--- config.mk ---
export PLATFORM = sky130hd
export DESIGN_NAME = line_event_irq
export DESIGN_NICKNAME = d
export VERILOG_FILES = /design/src/rtl/lei_pkg.sv /design/src/rtl/lei_sync.sv /design/src/rtl/lei_filter.sv /design/src/rtl/lei_detect.sv /design/src/rtl/lei_regs.sv /design/src/rtl/line_event_irq.sv
export SDC_FILE = /design/constraint.sdc
export NUM_CORES = 1
export LEC_CHECK = 0
export BUFFER_PORTS_ARGS = -buffer_cell sky130_fd_sc_hd__buf_2
export CAP_MARGIN = 40
export CORE_AREA = 5 5 162 164
export DETAILED_ROUTE_END_ITERATION = 10
export DIE_AREA = 0 0 167 169
export PLACE_DENSITY = 0.76
export SETUP_SLACK_MARGIN = 0.1
export SKIP_LAST_GASP = 1
export SYNTH_ARGS = -nofsm -noshare
export SYNTH_HDL_FRONTEND = slang
export SYNTH_SLANG_ARGS = --single-unit
--- constraint.sdc ---
create_clock -name clk_i -period 1.76 [get_ports clk_i]
set_input_delay 0.264 -clock clk_i [delete_from_list [all_inputs] [get_ports clk_i]]
set_output_delay 0.264 -clock clk_i [all_outputs]
set_load 0.03 [all_outputs]
--- src/rtl/lei_pkg.sv ---
package lei_pkg;
  typedef enum logic [2:0] {
    EVT_FALL = 3'd0,
    EVT_RISE = 3'd1,
    EVT_BOTH = 3'd2,
    EVT_LOW  = 3'd3,
    EVT_HIGH = 3'd4
  } evt_code_e;

  localparam logic [7:0] OFS_IRQ_ON   = 8'h20;
  localparam logic [7:0] OFS_IRQ_OFF  = 8'h24;
  localparam logic [7:0] OFS_IRQ_SET  = 8'h28;
  localparam logic [7:0] OFS_IRQ_STAT = 8'h2C;
endpackage

--- src/rtl/lei_sync.sv ---
module lei_sync #(
  parameter int N      = 32,
  parameter int STAGES = 2
) (
  input  logic         clk_i,
  input  logic         rst_ni,
  input  logic [N-1:0] d_i,
  output logic [N-1:0] q_o
);
  logic [N-1:0] stg_q [STAGES];

  always_ff @(posedge clk_i or negedge rst_ni) begin
    if (!rst_ni) begin
      for (int s = 0; s < STAGES; s++) stg_q[s] <= '0;
    end else begin
      stg_q[0] <= d_i;
      for (int s = 1; s < STAGES; s++) stg_q[s] <= stg_q[s-1];
    end
  end

  assign q_o = stg_q[STAGES-1];
endmodule

--- src/rtl/lei_filter.sv ---
module lei_filter (
  input  logic clk_i,
  input  logic rst_ni,
  input  logic load_i,
  input  logic tick_i,
  input  logic en_i,
  input  logic slow_en_i,
  input  logic d_i,
  output logic q_o
);
  logic smp_q, hold_q;
  logic bypass;

  assign bypass = !(en_i && slow_en_i);

  always_ff @(posedge clk_i or negedge rst_ni) begin
    if (!rst_ni) begin
      smp_q  <= 1'b0;
      hold_q <= 1'b0;
    end else if (load_i || bypass) begin
      smp_q  <= d_i;
      hold_q <= d_i;
    end else if (tick_i) begin
      smp_q <= d_i;
      // value must be seen at two consecutive ticks
      if (d_i == smp_q) hold_q <= d_i;
    end
  end

  assign q_o = bypass ? d_i : hold_q;
endmodule

--- src/rtl/lei_detect.sv ---
module lei_detect
  import lei_pkg::*;
#(
  parameter int N = 32
) (
  input  logic           clk_i,
  input  logic           rst_ni,
  input  logic           warm_i,
  input  logic [N-1:0]   cur_i,
  input  logic [3*N-1:0] sel_i,
  output logic [N-1:0]   evt_o
);
  logic [N-1:0] prev_q;

  always_ff @(posedge clk_i or negedge rst_ni) begin
    if (!rst_ni) prev_q <= '0;
    else         prev_q <= cur_i;
  end

  for (genvar l = 0; l < N; l++) begin : g_line
    logic rise, fall, hit;
    assign rise = cur_i[l] && !prev_q[l];
    assign fall = !cur_i[l] && prev_q[l];
    always_comb begin
      unique case (sel_i[3*l +: 3])
        EVT_FALL: hit = fall;
        EVT_RISE: hit = rise;
        EVT_BOTH: hit = rise || fall;
        EVT_LOW:  hit = !cur_i[l];
        EVT_HIGH: hit = cur_i[l];
        default:  hit = 1'b0;
      endcase
    end
    assign evt_o[l] = warm_i && hit;
  end
endmodule

--- src/rtl/lei_regs.sv ---
module lei_regs
  import lei_pkg::*;
#(
  parameter int N      = 32,
  parameter int ADDR_W = 8
) (
  input  logic              clk_i,
  input  logic              rst_ni,
  input  logic              bus_sel_i,
  input  logic              bus_we_i,
  input  logic [ADDR_W-1:0] bus_addr_i,
  input  logic [N-1:0]      bus_wdata_i,
  input  logic [N-1:0]      evt_i,
  output logic [N-1:0]      bus_rdata_o,
  output logic [N-1:0]      mask_o,
  output logic [N-1:0]      stat_o,
  output logic              irq_o
);
  logic [N-1:0] mask_q, stat_q;
  logic wr_on, wr_off, rd_stat;

  assign wr_on   = bus_sel_i && bus_we_i && (bus_addr_i == ADDR_W'(OFS_IRQ_ON));
  assign wr_off  = bus_sel_i && bus_we_i && (bus_addr_i == ADDR_W'(OFS_IRQ_OFF));
  assign rd_stat = bus_sel_i && !bus_we_i && (bus_addr_i == ADDR_W'(OFS_IRQ_STAT));

  always_ff @(posedge clk_i or negedge rst_ni) begin
    if (!rst_ni) begin
      mask_q <= '0;
      stat_q <= '0;
    end else begin
      if (wr_on)       mask_q <= mask_q | bus_wdata_i;
      else if (wr_off) mask_q <= mask_q & ~bus_wdata_i;
      // events of the read cycle survive the clear
      stat_q <= (rd_stat ? '0 : stat_q) | evt_i;
    end
  end

  always_comb begin
    bus_rdata_o = '0;
    if (bus_addr_i == ADDR_W'(OFS_IRQ_SET))       bus_rdata_o = mask_q;
    else if (bus_addr_i == ADDR_W'(OFS_IRQ_STAT)) bus_rdata_o = stat_q;
  end

  assign irq_o  = |(stat_q & mask_q);
  assign mask_o = mask_q;
  assign stat_o = stat_q;
endmodule

--- src/rtl/line_event_irq.sv ---
module line_event_irq #(
  parameter int NUM_LINES   = 32,
  parameter int ADDR_W      = 8,
  parameter int SYNC_STAGES = 2
) (
  input  logic                   clk_i,
  input  logic                   rst_ni,
  input  logic [NUM_LINES-1:0]   line_i,
  input  logic [3*NUM_LINES-1:0] evt_sel_i,
  input  logic [NUM_LINES-1:0]   filt_en_i,
  input  logic [NUM_LINES-1:0]   filt_slow_i,
  input  logic                   slow_tick_i,
  input  logic                   bus_sel_i,
  input  logic                   bus_we_i,
  input  logic [ADDR_W-1:0]      bus_addr_i,
  input  logic [NUM_LINES-1:0]   bus_wdata_i,
  output logic [NUM_LINES-1:0]   bus_rdata_o,
  output logic                   irq_o
);
  localparam int WARM   = SYNC_STAGES + 2;
  localparam int WARM_W = $clog2(WARM + 1);

  logic [NUM_LINES-1:0] sync_w, filt_w, evt_w, mask_w, stat_w;
  logic [WARM_W-1:0]    warm_cnt_q;
  logic                 warm_w;

  always_ff @(posedge clk_i or negedge rst_ni) begin
    if (!rst_ni)      warm_cnt_q <= '0;
    else if (!warm_w) warm_cnt_q <= warm_cnt_q + 1'b1;
  end
  assign warm_w = (warm_cnt_q == WARM_W'(WARM));

  lei_sync #(.N(NUM_LINES), .STAGES(SYNC_STAGES)) u_sync (
    .clk_i (clk_i),
    .rst_ni(rst_ni),
    .d_i   (line_i),
    .q_o   (sync_w)
  );

  for (genvar l = 0; l < NUM_LINES; l++) begin : g_filt
    lei_filter u_filt (
      .clk_i    (clk_i),
      .rst_ni   (rst_ni),
      .load_i   (!warm_w),
      .tick_i   (slow_tick_i),
      .en_i     (filt_en_i[l]),
      .slow_en_i(filt_slow_i[l]),
      .d_i      (sync_w[l]),
      .q_o      (filt_w[l])
    );
  end

  lei_detect #(.N(NUM_LINES)) u_det (
    .clk_i (clk_i),
    .rst_ni(rst_ni),
    .warm_i(warm_w),
    .cur_i (filt_w),
    .sel_i (evt_sel_i),
    .evt_o (evt_w)
  );

  lei_regs #(.N(NUM_LINES), .ADDR_W(ADDR_W)) u_regs (
    .clk_i      (clk_i),
    .rst_ni     (rst_ni),
    .bus_sel_i  (bus_sel_i),
    .bus_we_i   (bus_we_i),
    .bus_addr_i (bus_addr_i),
    .bus_wdata_i(bus_wdata_i),
    .evt_i      (evt_w),
    .bus_rdata_o(bus_rdata_o),
    .mask_o     (mask_w),
    .stat_o     (stat_w),
    .irq_o      (irq_o)
  );
endmodule

==> After elaboration in Yosys (flattened, before gate mapping) <==
Index checks and enable logic that the tools add are counted.
{ "totals": {"register_bits": 227, "inputBits": 237} }
{ "classes": {"reduce_logical": 425, "mux": 229, "n_addsub": 1, "bitwise_logic": 5, "n_eq_ne": 165} }
{ "op_table": {"columns": ["cell", "count"], "rows": [
  ["$eq 3x2->1 const B", 64],
  ["$mux 1", 192],
  ["$mux 32", 5],
  ["$pmux 1 s5", 32],
  ["$logic_and 1x1->1", 133],
  ["$reduce_bool 2->1", 65],
  ["$eq 3x3->1 const B", 33],
  ["$logic_not 1->1", 98],
  ["$eq 3x1->1 const B", 32],
  ["$logic_not 3->1", 32],
  ["$and 32x32->32", 2],
  ["$logic_or 1x1->1", 64],
  ["$or 32x32->32", 2],
  ["$reduce_and 2->1", 32],
  ["$eq 1x1->1", 32],
  ["$eq 8x6->1 const B", 4],
  ["$not 32->32", 1],
  ["$reduce_or 32->1", 1],
  ["$add 3x1->3 const B", 1]
]} }

==> Logic depth before layout (Yosys ltp) <==
{ "depth": {"word_depth": 8, "mapped_depth": 8, "ltp_nobuf": 8} }

==> Modules after synthesis <==
From an unflattened synthesis, not the netlist that was laid out.
{ "hier_totals": {"hier_cells": 1155, "hier_area_um2": 12763.5} }
{ "by_module_without_submodules": {"columns": ["module", "cells_each", "instances", "area_per_inst_um2", "seq_area_each_um2"], "rows": [
  ["lei_filter", 11, 32, 117.6, 50.0],
  ["lei_detect", 359, 1, 3527.1, 800.8],
  ["lei_regs", 334, 1, 3474.6, 1601.5],
  ["lei_sync", 96, 1, 1841.8, 1601.5],
  ["line_event_irq", 14, 1, 156.4, 75.1]
]} }

==> Worst setup path after synthesis <==
OpenSTA, ideal clock, no wires.
{ "synth_path": {"kind": "input to output", "start": "in bus_addr_i[1]", "end": "out bus_rdata_o[10]", "slack_ns": -0.346, "path_stages": 4, "arrival_time_ns": 1.842, "n_path_buf": 1, "required_ns": 1.496, "path_cell_list": "or4b_4 nor4_2 clkbuf_1 a22o_1"} }
{ "synth_via": {"elab_chain_len": 3, "elab_cells_between_ends": 4, "cone_classes": "eq/ne (2); mux (2)"} }
{ "synth_rtl": {"columns": ["item", "line_no", "source"], "rows": [
  ["start, declared", "line_event_irq.sv:15", "input logic [ADDR_W-1:0] bus_addr_i,"],
  ["$eq 8x6->1", "lei_regs.sv:41", "else if (bus_addr_i == ADDR_W'(OFS_IRQ_STAT)) bus_rdata_o = stat_q;"],
  ["$mux 32", "lei_regs.sv:41", null],
  ["$mux 32 *", "lei_regs.sv:40", "if (bus_addr_i == ADDR_W'(OFS_IRQ_SET)) bus_rdata_o = mask_q;"],
  ["end, declared", "line_event_irq.sv:17", "output logic [NUM_LINES-1:0] bus_rdata_o,"]
]} }
Mark *: on every way between the ends. The rest lies on a longest branch, timed or not.

==> Worst setup path in the final report <==
{ "layout_path": {"start": "reg u_regs.stat_q[29], in the netlist u_regs.stat_o[29]", "end": "out irq_o"} }
{ "layout_via": {"elab_chain_len": 2} }
{ "layout_rtl": {"columns": ["item", "line_no", "source"], "rows": [
  ["start, declared", "lei_regs.sv:19", "logic [N-1:0] mask_q, stat_q;"],
  ["start signal, assigned", "lei_regs.sv:34", "stat_q <= (rd_stat ? '0 : stat_q) | evt_i;"],
  ["$and 32x32->32", "lei_regs.sv:44", "assign irq_o = |(stat_q & mask_q);"],
  ["$reduce_or 32->1", "lei_regs.sv:44", null],
  ["end, declared", "line_event_irq.sv:18", "output logic irq_o"]
]} }
No other way between the ends.

==> reports/metrics.cfg <==
[power]
p_per_area_nw_per_um2 = 753
power_frac_comb_pct = 16.3
p_leak_nw = 8.55
power_switching_mw = 3.55
clockPowerShare_pct = 40.6
seq_power_share_pct = 43.1
peakVddDrop_mv = 0.713
p_int_mw = 9.75
swShare_pct = 26.7
total_power_mw = 13.3

[yosys]
yosys_warnings = 0
syn_avg_cell_area_um2 = 9.88
ys_seq_elements = 227
ys_seq_area_share_pct = 47.2
synth_top_area_share_pct = 47.2
synth_fp_nets = 1521
muxShareOfSynthArea_pct = 8.65
synthFlopType = dfrtp_1
synth-simple-area-share_pct = 13.2
synth_top_area_cell = dfrtp_1
synth-compound-area-share_pct = 19.3
yosysMostFrequentCell = dfrtp_1
synth_enable_flop_cells = 0
synth_cell_types = 35
syn_area_um2 = 12000
synth_common_cells = dfrtp_1, nor2_1, nand2_1
synth_xor_area_share_pct = 0.0728
syn_inst = 1218
async_flop_share_pct = 100
synth_area_leaders = dfrtp_1, ha_1, mux2_2, nor2_1, nand2_1
synth_top_family_by_area = compound AO/OA/AOI/OAI gates
synthAdderAreaFrac_pct = 6.86

[clock_tree]
tritoncts = yes
numCtsBuffers = 27
cts_buffer_depth = 3
ctsHtreeMaxLevel = 1
cts.sinks = 227
insertion_delay_ns = 0.52
root_buffer = clkbuf_16
cts.clk_slew.worst_paths_ns = 0.06

[placed_design]
place_congestion = 0.896
port_buffers = 269
dp_hpwl_mm = 28.5
dp_cells = 1915

[outcome]
status = complete, but fails checks
violations = negative setup slack

[detailed_routing]
postRouteAntennaNets = 0
drc_errors = 0
routed_wl_mm = 44.4
first_pass_iters = 7
met2_length_mm = 21.1
drtIter0Drc = 1113
vias = 12172
routedWlPerCell_um = 21.5
wl_met3_mm = 3.71
top_layer = met5
m1WireLength_mm = 17.2
routed_via_density = 5.90

[worst_hold_path]
hold-path-cell-count = 3
worst_hold_path_type = in2reg

[layout]
drive_above_1_share_pct = 38.0
fin_util_pct = 71.4
fillCellCount = 1657
ff_latch_area_um2 = 5680
final_cell_count_no_fill = 2062
area.growth.synth_to_final_pct = 46.8
multi_input_area_um2 = 6470
nets = 2010

[flow_run]
maxCapViolations = 0

[timing]
hold_viol_final = 0
final_max_slew_viol_count = 0
setup_viol = 33
period_minus_slack_ns = 2.43
tightest_slew_ns = 0.635
clock_skew_ns = 0.00885
finalCritPeriodShare_pct = 138
rsz0062_at_grt = true
max_freq_ghz = 0.412
setup_ws_ns = -0.668
max_slew_margin_pct = 57.4

[floorplanning]
die-height_um = 169
start_util_pct = 48.6
floorplan.rows = 58
die-area_um2 = 28200
ios = 270
core_area_um2 = 24700
die_x_um = 167

[worst_setup_path]
critPathRequiredTime_ns = 1.50
start_kind = flop
critPathMaxFanout = 2
worstSetupEndpointType = primary output
max_stage_delay_ns = 0.58
r2r_setup_slack_ns = 0
slowest_stage = or4_4
cp.depth = 4
crit_type = reg2out
cp.arrival_ns = 2.16
worst_r2r_path_depth = 7
crit_path_cell_trace = a22oi_1 -> nand4_1 -> or4_4 -> buf_6
cp.buffers_inverters = 1
critPathTopFamily = simple AND/OR/NAND/NOR gates

[grt]
track_usage_pct = 27.4
grt_pass1_wl_mm = 62.6
antenna_found_initial = 9
grt_max_degree = 60
grt_pass1_vias = 11852
overflow = 0

worst register-to-register path, stage by stage (launching register included):
cell	delay, ns
dfrtp_1	0.39
inv_2	0.09
ha_4	0.19
nand3b_1	0.11
buf_4	0.19
buf_6	0.17
nor2_1	0.15
mux2_2	0.35
per-layer routing:
metal	GRT usage, %	vias to the layer above
met1	35.2	5917
met5	0	-
met4	12.8	6
met2	44.6	658
li1	-	5412
met3	5.96	179
worst paths after layout:
path | start | endpoint
min | bus_wdata_i[10] | flop
min in group asynchronous | rst_ni | g_filt[29].u_filt.smp_q
min reg2reg | u_sync.stg_q[44] | u_sync.q_o[12]
max in group asynchronous | rst_ni | u_det.prev_q[1]
max | u_regs.stat_o[29] | irq_o
max reg2reg | warm_cnt_q[1] | g_filt[26].u_filt.smp_q
final cells by class:
type	instances	share of cell area (%)
Clock buffer	45	4.77
Timing Repair Buffer	496	21.5
Tap cell	330	2.34
Sequential cell	227	32.2
Clock inverter	3	0.0850
Multi-Input combinational cell	840	36.7
Inverter	115	2.44
Antenna cell	6	0.0850
placed cells by master (no fill, tap or decap), types with 22 or more instances in the layout:
master and count:
a22o_4 30, a21oi_1 57, mux2_2 54, o21ai_0 44, o32ai_1 22, and4_1 32
clkbuf_16 33, dlygate4sd3_1 38, buf_4 150, a311oi_1 32, ha_1 60, mux2i_1 32
inv_1 110, buf_6 43, buf_2 234, nand2_1 136, a211oi_1 29, nor2_1 136
dfrtp_1 227
cells by family after synthesis:
logic type,after synthesis
buffers and inverters,151
DFF,227
muxes,96
xor gates and xnor gates,1
and+or+nand+nor,352
AOI/OAI and AO/OA,325
adders and majority gates,66
repair_timing:
| item | CTS | global route |
|---|---|---|
| hold buffers | 38 | 0 |
| hold endpoints to repair | 205 | 0 |
| gates cloned | 2 | 8 |
| setup buffers | 6 | 41 |
| setup endpoints to repair | 67 | 73 |
| pin swaps | 29 | 28 |
| resized for setup | 114 | 82 |
power groups by stage:
stage	Combinational [mW]	Sequential, mW	Clock [mW]
2_1_floorplan	0.910	5.75	0
3_3_place_gp	1.77	5.79	0
3_5_place_dp	1.84	5.81	0
4_1_cts	1.95	5.72	5.47
5_1_grt	2.38	5.76	5.74
6_report	2.16	5.73	5.41
stage by stage:
step	setup WS [ns]	hold WS [ns]	instance area [µm²]	TNS (ns)
2_1_floorplan	-0.147	-0.0316	12200	-6.29
3_3_place_gp	-0.507	0.169	15000	-31.35
3_5_place_dp	-0.560	0.171	15000	-35.50
4_1_cts	-0.567	0.000552	16800	-7.90
5_1_grt	-0.705	0.00622	17700	-10.43
6_report	-0.668	0.0187	17700	-9.80
Note: power is estimated with default switching activity, not from simulation.
